$ cat config.mk
export PLATFORM = sky130hd
export DESIGN_NAME = sample_interleaver
export DESIGN_NICKNAME = d
export VERILOG_FILES = /design/src/rtl/il_pkg.sv /design/src/rtl/il_block_store.sv /design/src/rtl/il_chunk_ctr.sv /design/src/rtl/il_word_select.sv /design/src/rtl/sample_interleaver.sv
export SDC_FILE = /design/constraint.sdc
export NUM_CORES = 1
export LEC_CHECK = 0
export BUFFER_PORTS_ARGS = -buffer_cell sky130_fd_sc_hd__buf_2
export CORE_MARGIN = 4
export CORE_UTILIZATION = 59
export CTS_CLUSTER_SIZE = 14
export DETAILED_ROUTE_END_ITERATION = 8
export PLACE_DENSITY_LB_ADDON = 0.15
export SLEW_MARGIN = 20
export SYNTH_ARGS = -nofsm -noshare
export SYNTH_HDL_FRONTEND = slang
export SYNTH_HIERARCHICAL = 1
export SYNTH_SLANG_ARGS = --single-unit
$ cat constraint.sdc
create_clock -name clk -period 4.1 [get_ports clk]
set_input_delay 1.23 -clock clk [delete_from_list [all_inputs] [get_ports clk]]
set_output_delay 1.23 -clock clk [all_outputs]
set_load 0.02 [all_outputs]
$ cat src/rtl/il_pkg.sv
package il_pkg;
   typedef enum logic {
      IL_IDLE = 1'b0,
      IL_SEND = 1'b1
   } il_state_e;

   function automatic int il_idx_width(input int depth);
      return (depth > 1) ? $clog2(depth) : 1;
   endfunction
endpackage

$ cat src/rtl/il_block_store.sv
module il_block_store #(
   parameter int SAMPLE_W = 16,
   parameter int NUM_CH   = 4,
   parameter int NUM_IDX  = 5,
   localparam int BLK_W   = SAMPLE_W * NUM_CH * NUM_IDX
) (
   input  logic             clk,
   input  logic             rst_n,
   input  logic             load,
   input  logic [BLK_W-1:0] blk_in,
   output logic [BLK_W-1:0] blk_q
);
   always_ff @(posedge clk or negedge rst_n) begin
      if (!rst_n)    blk_q <= '0;
      else if (load) blk_q <= blk_in;
   end
endmodule

$ cat src/rtl/il_chunk_ctr.sv
module il_chunk_ctr
   import il_pkg::*;
#(
   parameter int NUM_IDX = 5,
   localparam int IW     = il_idx_width(NUM_IDX)
) (
   input  logic          clk,
   input  logic          rst_n,
   input  logic          in_fire,
   input  logic          out_ready,
   output logic          busy,
   output logic          last,
   output logic [IW-1:0] idx
);
   localparam logic [IW-1:0] LAST_IDX = IW'(NUM_IDX - 1);

   il_state_e state_q;
   logic      out_fire;

   assign busy     = (state_q == IL_SEND);
   assign last     = (idx == LAST_IDX);
   assign out_fire = busy && out_ready;

   always_ff @(posedge clk or negedge rst_n) begin
      if (!rst_n) begin
         state_q <= IL_IDLE;
         idx     <= '0;
      end else if (in_fire) begin
         state_q <= IL_SEND;
         idx     <= '0;
      end else if (out_fire) begin
         if (last) begin
            state_q <= IL_IDLE;
            idx     <= '0;
         end else begin
            idx <= idx + 1'b1;
         end
      end
   end

   // index stays inside the block
   p_idx_range_r4: assert property (@(posedge clk) disable iff (!rst_n)
      busy |-> idx <= LAST_IDX);

   // a taken non-final word moves to the next index
   p_step_r4: assert property (@(posedge clk) disable iff (!rst_n)
      (out_fire && !last && !in_fire) |=> busy && idx == $past(idx) + 1'b1);

   // final word taken with no reload empties the stream
   p_drain_r9: assert property (@(posedge clk) disable iff (!rst_n)
      (out_fire && last && !in_fire) |=> !busy);
endmodule

$ cat src/rtl/il_word_select.sv
module il_word_select
   import il_pkg::*;
#(
   parameter int SAMPLE_W = 16,
   parameter int NUM_CH   = 4,
   parameter int NUM_IDX  = 5,
   localparam int BLK_W   = SAMPLE_W * NUM_CH * NUM_IDX,
   localparam int WORD_W  = SAMPLE_W * NUM_CH,
   localparam int IW      = il_idx_width(NUM_IDX)
) (
   input  logic [BLK_W-1:0]  blk,
   input  logic [IW-1:0]     idx,
   output logic [WORD_W-1:0] word
);
   for (genvar c = 0; c < NUM_CH; c++) begin : g_lane
      logic [SAMPLE_W-1:0] hist [NUM_IDX];
      for (genvar k = 0; k < NUM_IDX; k++) begin : g_tap
         assign hist[k] = blk[(c*NUM_IDX + k)*SAMPLE_W +: SAMPLE_W];
      end
      if (NUM_IDX == 1) begin : g_single
         assign word[c*SAMPLE_W +: SAMPLE_W] = hist[0];
      end else begin : g_multi
         always_comb begin
            word[c*SAMPLE_W +: SAMPLE_W] = '0;
            for (int k = 0; k < NUM_IDX; k++) begin
               if (idx == IW'(k)) word[c*SAMPLE_W +: SAMPLE_W] = hist[k];
            end
         end
      end
   end
endmodule

$ cat src/rtl/sample_interleaver.sv
module sample_interleaver
   import il_pkg::*;
#(
   parameter int SAMPLE_W = 16,
   parameter int NUM_CH   = 4,
   parameter int NUM_IDX  = 5,
   localparam int BLK_W   = SAMPLE_W * NUM_CH * NUM_IDX,
   localparam int WORD_W  = SAMPLE_W * NUM_CH,
   localparam int IW      = il_idx_width(NUM_IDX)
) (
   input  logic              clk,
   input  logic              rst_n,
   input  logic              in_valid,
   output logic              in_ready,
   input  logic [BLK_W-1:0]  in_block,
   output logic              out_valid,
   input  logic              out_ready,
   output logic [WORD_W-1:0] out_word
);
   if (SAMPLE_W < 1) begin : g_bad_width
      $error("sample_interleaver: SAMPLE_W must be at least 1");
   end
   if (NUM_CH < 1) begin : g_bad_ch
      $error("sample_interleaver: NUM_CH must be at least 1");
   end
   if (NUM_IDX < 1) begin : g_bad_idx
      $error("sample_interleaver: NUM_IDX must be at least 1");
   end

   logic             busy, last, in_fire;
   logic [IW-1:0]    idx;
   logic [BLK_W-1:0] blk_q;

   assign in_ready  = !busy || (out_ready && last);
   assign in_fire   = in_valid && in_ready;
   assign out_valid = busy;

   il_block_store #(.SAMPLE_W(SAMPLE_W), .NUM_CH(NUM_CH), .NUM_IDX(NUM_IDX)) u_store (
      .clk    (clk),
      .rst_n  (rst_n),
      .load   (in_fire),
      .blk_in (in_block),
      .blk_q  (blk_q)
   );

   il_chunk_ctr #(.NUM_IDX(NUM_IDX)) u_ctr (
      .clk       (clk),
      .rst_n     (rst_n),
      .in_fire   (in_fire),
      .out_ready (out_ready),
      .busy      (busy),
      .last      (last),
      .idx       (idx)
   );

   il_word_select #(.SAMPLE_W(SAMPLE_W), .NUM_CH(NUM_CH), .NUM_IDX(NUM_IDX)) u_sel (
      .blk  (blk_q),
      .idx  (idx),
      .word (out_word)
   );

   // a stalled word stays put
   p_hold_r7: assert property (@(posedge clk) disable iff (!rst_n)
      (out_valid && !out_ready) |=> out_valid && $stable(out_word));

   // no block is accepted while the sink stalls a pending word
   p_busy_block_r5: assert property (@(posedge clk) disable iff (!rst_n)
      (out_valid && !out_ready) |-> !in_ready);

   // an accepted block is presented on the following cycle
   p_load_shows_r6: assert property (@(posedge clk) disable iff (!rst_n)
      (in_valid && in_ready) |=> out_valid);
endmodule

---- Word level (Yosys, flattened, before mapping) ----
Index checks and enable logic that the tools add are counted.
word-level totals
  flip-flop bits (word level) ............. 324
  logic and storage cells ................. 43
  input port bits ......................... 324
operators by class
  mux-type cells .......................... 26
  reductions and logical operators ........ 9
  add/sub/neg operators ................... 1
  eq/ne operators ......................... 4
operator list
  kind                   number
  $mux W16               20
  $mux W3                3
  $eq A3 B2 Y1 const B   2
  $reduce_bool A2 Y1     2
  $add A3 B1 Y3 const B  1
  $eq A3 B1 Y1 const B   1
  $eq A3 B3 Y1 const B   1
  $logic_and A1 B1 Y1    3
  $logic_not A3 Y1       1
  $mux W1                3
  $reduce_and A2 Y1      1
  $logic_not A1 Y1       1
  $logic_or A1 B1 Y1     1

---- Depth between registers and ports, before layout ----
Gate-level depths: netlist of the first run.
  depth after elaboration ................. 6
  depth in mapped cells ................... 9
  mapped depth without buffers ............ 7

---- Cells and area by module ----
The synthesis of the first run kept the hierarchy.
modules (own cells, without submodules)
  module              area an instance (um2)  cells each  seq. area each (um2)  times used
  il_block_store      13419.1                 676         8007.7                1
  il_word_select      2597.5                  373         0.0                   1
  il_chunk_ctr        234.0                   22          100.1                 1
  sample_interleaver  18.8                    3           0.0                   1

---- Least setup slack after synthesis of the first run ----
Ideal clock, no wire load.
  kind .................................... register to output
  from .................................... register u_ctr.idx[2]
  to ...................................... output port out_word[16]
  stages on the path, launching flop included .. 6
  setup slack ............................. 1.258 ns
  data arrival time ....................... 1.612 ns
  data required time ...................... 2.870 ns
  path through ............................ dfrtp_1 buf_4 nor3b_4 buf_2 a32oi_1 a31oi_1
between the ends
  word-level cells in the longest chain between the ends .. 6
  elaborated cells between the ends (all ways) .. 10
  those cells by class .................... eq/ne: 4; mux: 5; reduce/logical: 1
RTL lines
  what                      RTL line                  source
  start: declaration        il_chunk_ctr.sv:13        output logic [IW-1:0] idx
  start signal: assignment  il_chunk_ctr.sv:36        idx <= idx + 1'b1;
  $logic_not A3 Y1          il_word_select.sv:26      if (idx == IW'(k)) word[c*SAMPLE_W +: SAMPLE_W] = hist[k];
  $mux W16 (4 in a row)     il_word_select.sv:26
  $mux W16 *                il_word_select.sv:26
  end: declaration          sample_interleaver.sv:18  output logic [WORD_W-1:0] out_word
Every way passes the cells marked *; elsewhere a longest branch is shown, timed or not.

---- Worst setup path in the final report of the first run ----
  from .................................... register u_ctr.idx[2]
  to ...................................... output port out_word[58]
The elaborated chain is that of the path after synthesis.

==> metrics.md, run 1 <==
| Metric | Value |
|---|---|
| Outcome | `completed` |
| Critical path class | `reg -> out` |
| Fin area | `0.0191 sq mm` |
| Post-synth ARST share | `100%` |
| Maximum clock path buffer count | `3` |
| Final hold violations | `0` |
| GRT Util Overall | `26.5%` |
| Final Util | `70.8%` |
| Clock transition at path regs | `0.06 ns` |
| Root Buffer | `clkbuf_16` |
| Clock sink count | `324` |
| Slowest cell on crit path | `or3b_4` |
| WL/cell | `22.6 um` |
| Yosys reg bits | `324` |
| Vert. Die Dim | `174 um` |
| Hold Worst Slack | `0.498 ns` |
| Port buffer count | `389` |
| Starting Density | `60.2%` |
| Core Rows | `60` |
| Switching Fraction | `36.3%` |
| Share of layout cells above drive strength 1 | `55.6%` |
| Final period util | `95.4%` |
| Crit path cell chain | `or3b_4, buf_4, nor2_1, a31oi_1, buf_2` |
| Final HPWL from detailed placement | `28,400 um` |
| Die Footprint | `0.0303 sq mm` |
| # setup viols final | `0` |
| Reg power frac | `34.4%` |
| P_sw | `6.17 mW` |
| Yosys cell types | `35` |
| Rel. slew slack | `53.7%` |
| Total power | `17.0 mW` |
| Slew @ Worst Pin | `0.694 ns` |
| Clock share of power | `17.9%` |
| Max-cap viol count | `0` |
| Ys flop type | `dfrtp_1` |
| Initial antenna violation count | `26` |
| Hold crit path type | `reg -> reg` |
| Critical Path End Type | `output pin` |
| TritonCTS Buffers | `36` |
| Hold buffers post-CTS | `0` |
| CP Data Required Time | `2.87 ns` |
| Post-route insts no fill | `1,836` |
| Combinational share of power | `47.7%` |
| CP arrival | `2.68 ns` |
| Fin Setup TNS | `0 ns` |
| GP Congestion | `0.843` |
| Startpoint types | `flop` |
| Core Area | `0.0270 sq mm` |
| Nets@finish | `1,777` |
| WP buf/inv | `2` |
| DR pass1 iterations | `5` |
| Peak VDD IR | `0.625 mV` |
| Reg-to-reg critical path startpoint | `u_ctr/idx[0]$_DFFE_PN0P_` |
| Mapped Nets | `1,400` |
| Gates resized, CTS repair | `0` |
| CP max FO | `50` |
| Post-synthesis average cell area | `15.1 sq um` |
| Pre-CTS setup slack | `0.723 ns` |
| Setup WS post-layout | `0.189 ns` |
| Antenna Nets Post-Route | `0` |
| Placed Instances | `1,754` |
| Area delta synth->final | `17.6%` |
| 1st-iter DRT viols | `712` |
| Hold path startpoint | `u_store/blk_q[8]$_DFFE_PN0P_` |
| Largest net degree at the start of global routing | `78` |
| Die Width | `174 um` |
| Total gr overflow | `0` |
| CTS tree | `done` |
| Cell class contributing the biggest share of worst-path delay | `simple AND/OR/NAND/NOR gates` |
| Post-synth EDFFs | `0` |
| Vias in the first global route | `11,329` |
| Drt drc | `0` |
| DR vias/cell | `5.75` |
| Fin crit period | `3.91 ns` |
| # IOs | `390` |
| RSZ-0062 raised after global routing | `no` |
| Pint | `10.8 mW` |
| Crit-path max cell delay | `0.74 ns` |
| Global-route wire length before repair | `63,900 um` |
| CP startpoint | `u_ctr/idx[2]$_DFFE_PN0P_` |
| Power Dens Cells | `888 mW/mm^2` |
| Via count | `10,557` |
| H-tree depth | `2` |
| Synthesized area | `0.0163 sq mm` |
| Max Fclk | `256 MHz` |
| Clk Latency, worst-skew pair | `0.49 ns` |
| LEAKAGE | `9.19 nW` |
| Sequential share of the synthesized area | `49.8%` |
| WL final | `41,500 um` |
| Max-slew violations | `0` |
| Clk_skew | `0.00826 ns` |
| Setup Fix Bufs, Post-CTS | `0` |
| Ys Warns | `6` |
| Mapped Cells | `1,074` |
| Placed instance area | `0.0180 sq mm` |
kinds of logic (layout without fill, tap and decap cells):
logic type / Yosys count / in the layout / synth area share, %
compound gates: 135 / 135 / 6.28
flops: 324 / 324 / 49.8
mux: 385 / 385 / 33.6
simple gates: 143 / 143 / 3.65
other cells: 0 / 19 / 0
buf+inv: 85 / 487 / 6.52
fa+ha+maj: 2 / 2 / 0.154
cells in the mapped netlist (2+ instances only):
cell | count | area share [%]
nand3_1 | 2 | 0.062
ha_1 | 2 | 0.15
mux2_1 | 50 | 3.5
mux2_4 | 300 | 28
buf_2 | 14 | 0.43
mux2_2 | 34 | 2.4
clkbuf_1 | 12 | 0.28
dfrtp_1 | 324 | 50
nor2_1 | 65 | 1.5
buf_6 | 16 | 1.1
nand2_1 | 66 | 1.5
inv_1 | 2 | 0.046
buf_4 | 3 | 0.14
a32oi_1 | 64 | 3.4
buf_8 | 5 | 0.46
buf_12 | 33 | 4.1
a31oi_1 | 64 | 2.5
registers in the layout (all words and copies together), names as in the netlist:
register	cells
u_ctr/idx	3
u_store/blk_q	320
u_ctr/busy	1
placed cells by master, fill, tap and decap left out, types with 2 or more instances in the layout:
cell,n
clkbuf_16,37
clkbuf_1,9
clkbuf_8,5
buf_12,9
a32oi_1,64
nor2_1,65
nand2_1,66
buf_2,388
inv_1,2
a31oi_1,64
mux2_2,34
ha_1,2
nand3_1,2
diode_2,19
mux2_1,50
dfrtp_1,322
mux2_4,300
nor2_4,2
buf_4,24
clkinv_2,11
cell type report:
cell class / instances / area, sq um
Antenna cell: 19 / 47.5
Clock buffer: 51 / 1030
Clock inverter: 12 / 85.1
Fill cell: 1904 / 7890
Inverter: 2 / 7.51
Multi-Input combinational cell: 665 / 7110
Sequential cell: 324 / 8110
Tap cell: 341 / 427
Timing Repair Buffer: 422 / 2320
final timing paths:
path                                                  endpoint  slack (ns)  cells after the start
worst max-delay path                              out_word[58]        0.19                      5
worst min-delay path              u_store/blk_q[8]$_DFFE_PN0P_        0.50                      1
worst max register to register  u_store/blk_q[285]$_DFFE_PN0P_        1.09                      9
worst min register to register    u_store/blk_q[8]$_DFFE_PN0P_        0.50                      1
max in group asynchronous         u_store/blk_q[2]$_DFFE_PN0P_        2.44                      2
min in group asynchronous       u_store/blk_q[163]$_DFFE_PN0P_        0.74                      1
layer usage:
layer / wire length [um] / GRT usage (%)
met5: 71 / 0
met4: 1370 / 10.9
met3: 2990 / 6.00
met2: 19400 / 41.4
met1: 17600 / 36.1
worst reg2reg max path, stage by stage, from the launching register on:
cell	delay (ns)
dfrtp_4	0.53
buf_4	0.35
inv_1	0.14
ha_1	0.21
and2_2	0.15
nand2_1	0.13
a21boi_4	0.20
buf_12	0.25
buf_4	0.57
mux2_4	0.38
power groups by stage:
stage                     registers (mW)  logic [mW]  clock network (mW)
after floorplan                     5.51        6.46                   0
after global placement              5.78        7.96                   0
final                               5.85        8.10                3.05
after CTS                           5.84        8.12                3.11
after global routing                6.06        8.60                3.26
after detailed placement            5.86        8.05                   0
No activity file was read; power rests on OpenSTA's default activity.
==> inputs of run 2 (changes only) <==
Settings changed: MAX_ROUTING_LAYER set to met4.
==> run 2 against run 1 <==
- sequential power about the same
- core utilization up 0.065 points
- hold slack hardly changed
- total power barely moved
- global-route usage up 0.82 points
- non-clock buffer count unchanged
- register-to-register slack barely moved
- largest power group unchanged
- setup slack worse by 0.0028 ns
- clock skew increased by 0.0011 ns
- clock power is essentially flat
- sequential cell count is the same
- via count is 0.28% lower
==> metrics.md, run 2 (same netlist as run 1, synthesis figures left out) <==
| Metric | Value |
|---|---|
| Die Width | `174 um (unchanged)` |
| Setup WS post-layout | `0.186 ns (-0.00281 ns)` |
| Outcome | `completed` |
| Critical path class | `reg -> out` |
| Global-route wire length before repair | `63,900 um (about the same)` |
| Placed instance area | `0.0180 sq mm (unchanged)` |
| Gates resized, CTS repair | `0 (unchanged)` |
| WL final | `41,500 um (about the same)` |
| Fin crit period | `3.91 ns (+0.00282 ns)` |
| Startpoint types | `flop` |
| Clk Latency, worst-skew pair | `0.49 ns (about the same)` |
| P_sw | `6.18 mW (+0.17%)` |
| Antenna Nets Post-Route | `0 (unchanged)` |
| Drt drc | `0 (unchanged)` |
| Switching Fraction | `36.3% (+0.039 points)` |
| # IOs | `390 (unchanged)` |
| Max-slew violations | `0 (unchanged)` |
| Hold Worst Slack | `0.498 ns (+0.00000600 ns)` |
| CP Data Required Time | `2.87 ns (about the same)` |
| WL/cell | `22.5 um (-0.33%)` |
| Vert. Die Dim | `174 um (unchanged)` |
| Root Buffer | `clkbuf_16` |
| Most frequent cells in the layout | `buf_2 (388), dfrtp_1 (322), mux2_4 (300), nand2_1 (66), nor2_1 (65)` |
| Clock transition at path regs | `0.06 ns (about the same)` |
| Max-cap viol count | `0 (unchanged)` |
| GP Congestion | `0.857 (+1.6%)` |
| Maximum clock path buffer count | `3 (unchanged)` |
| Combinational share of power | `47.7% (about the same)` |
| Final Util | `70.9% (about the same)` |
| Fin area | `0.0192 sq mm (about the same)` |
| TritonCTS Buffers | `36 (unchanged)` |
| Core Area | `0.0270 sq mm (unchanged)` |
| Max Fclk | `255 MHz (about the same)` |
| Total gr overflow | `0 (unchanged)` |
| Area delta synth->final | `17.7% (about the same)` |
| Initial antenna violation count | `25 (-3.8%)` |
| Critical Path End Type | `output pin` |
| Port buffer count | `389 (unchanged)` |
| Slew @ Worst Pin | `0.696 ns (+0.00158 ns)` |
| Nets@finish | `1,777 (unchanged)` |
| RSZ-0062 raised after global routing | `no` |
| Setup Fix Bufs, Post-CTS | `0 (unchanged)` |
| LEAKAGE | `9.19 nW (about the same)` |
| Largest net degree at the start of global routing | `78 (unchanged)` |
| Hold buffers post-CTS | `0 (unchanged)` |
| Final HPWL from detailed placement | `28,400 um (unchanged)` |
| 1st-iter DRT viols | `732 (+2.8%)` |
| Rel. slew slack | `53.6% (-0.11 points)` |
| CP arrival | `2.68 ns (about the same)` |
| CP max FO | `50 (unchanged)` |
| Max FFs per register | `320 (unchanged)` |
| Total power | `17.0 mW (about the same)` |
| Final period util | `95.5% (about the same)` |
| Post-route insts no fill | `1,843 (+0.38%)` |
| GRT Util Overall | `27.3% (+0.82 points)` |
| Share of layout cells above drive strength 1 | `55.6% (unchanged)` |
| H-tree depth | `2 (unchanged)` |
| Core Rows | `60 (unchanged)` |
| DR vias/cell | `5.71 (-0.66%)` |
| Starting Density | `60.2% (unchanged)` |
| Peak VDD IR | `0.633 mV (+1.2%)` |
| Die Footprint | `0.0303 sq mm (unchanged)` |
| Clock sink count | `324 (unchanged)` |
| # setup viols final | `0 (unchanged)` |
| Power Dens Cells | `888 mW/mm^2 (about the same)` |
| DR pass1 iterations | `7 (+2)` |
| Clk_skew | `0.00938 ns (+0.00112 ns)` |
| Clock share of power | `17.9% (about the same)` |
| Pint | `10.8 mW (about the same)` |
| Fin Setup TNS | `0 ns (unchanged)` |
| Commonest non-fill, non-tap cell in the layout | `buf_2` |
| Largest Register | `u_store/blk_q` |
| Reg power frac | `34.4% (about the same)` |
| Via count | `10,527 (-0.28%)` |
| Pre-CTS setup slack | `0.723 ns (unchanged)` |
| Placed Instances | `1,754 (unchanged)` |
| Hold crit path type | `reg -> reg` |
| Vias in the first global route | `11,332 (+0.026%)` |
| Final hold violations | `0 (unchanged)` |
| CTS tree | `done` |
## run 2: worst paths after layout
| kind | from | endpoint | slack (ns) | cells past startpoint |
|---|---|---|---|---|
| min in group asynchronous | rst_n | u_store/blk_q[163]$_DFFE_PN0P_ | 0.75 | 1 |
| worst max register to register | u_ctr/idx[0]$_DFFE_PN0P_ | u_store/blk_q[285]$_DFFE_PN0P_ | 1.09 | 9 |
| worst min register to register | u_store/blk_q[8]$_DFFE_PN0P_ | u_store/blk_q[8]$_DFFE_PN0P_ | 0.50 | 1 |
| worst min-delay path | u_store/blk_q[8]$_DFFE_PN0P_ | u_store/blk_q[8]$_DFFE_PN0P_ | 0.50 | 1 |
| max in group asynchronous | rst_n | u_store/blk_q[17]$_DFFE_PN0P_ | 2.44 | 2 |
| worst max-delay path | u_ctr/idx[2]$_DFFE_PN0P_ | out_word[58] | 0.19 | 5 |
## run 2: cell type report
| type | instances | area, sq um |
|---|---|---|
| clock buffer | 51 | 1030 |
| tap | 341 | 427 |
| sequential | 324 | 8110 |
| multi-input combinational | 665 | 7110 |
| antenna | 26 | 65.1 |
| inverter | 2 | 7.51 |
| fill | 1901 | 7870 |
| timing repair buffer | 422 | 2320 |
| clock inverter | 12 | 85.1 |
## run 2: layer usage
metal  routed length [um]  GRT usage [%]
met1                17700           36.5
met2                19400           41.4
met3                 2950           5.57
met4                 1420           10.9
met5                    0              -
## run 2: worst max-delay path, stage by stage (launching register included)
cell and delay, ns:
dfrtp_1 0.53, or3b_4 0.74, buf_4 0.44, nor2_1 0.11
a31oi_1 0.16, buf_2 0.20
## run 2: power by group through the flow
stage | logic [mW] | registers (mW) | clock network (mW)
global placement | 7.96 | 5.78 | 0
finish | 8.11 | 5.85 | 3.05
CTS | 8.12 | 5.84 | 3.11
global route | 8.60 | 6.06 | 3.26
detailed placement | 8.05 | 5.86 | 0
floorplan | 6.46 | 5.51 | 0
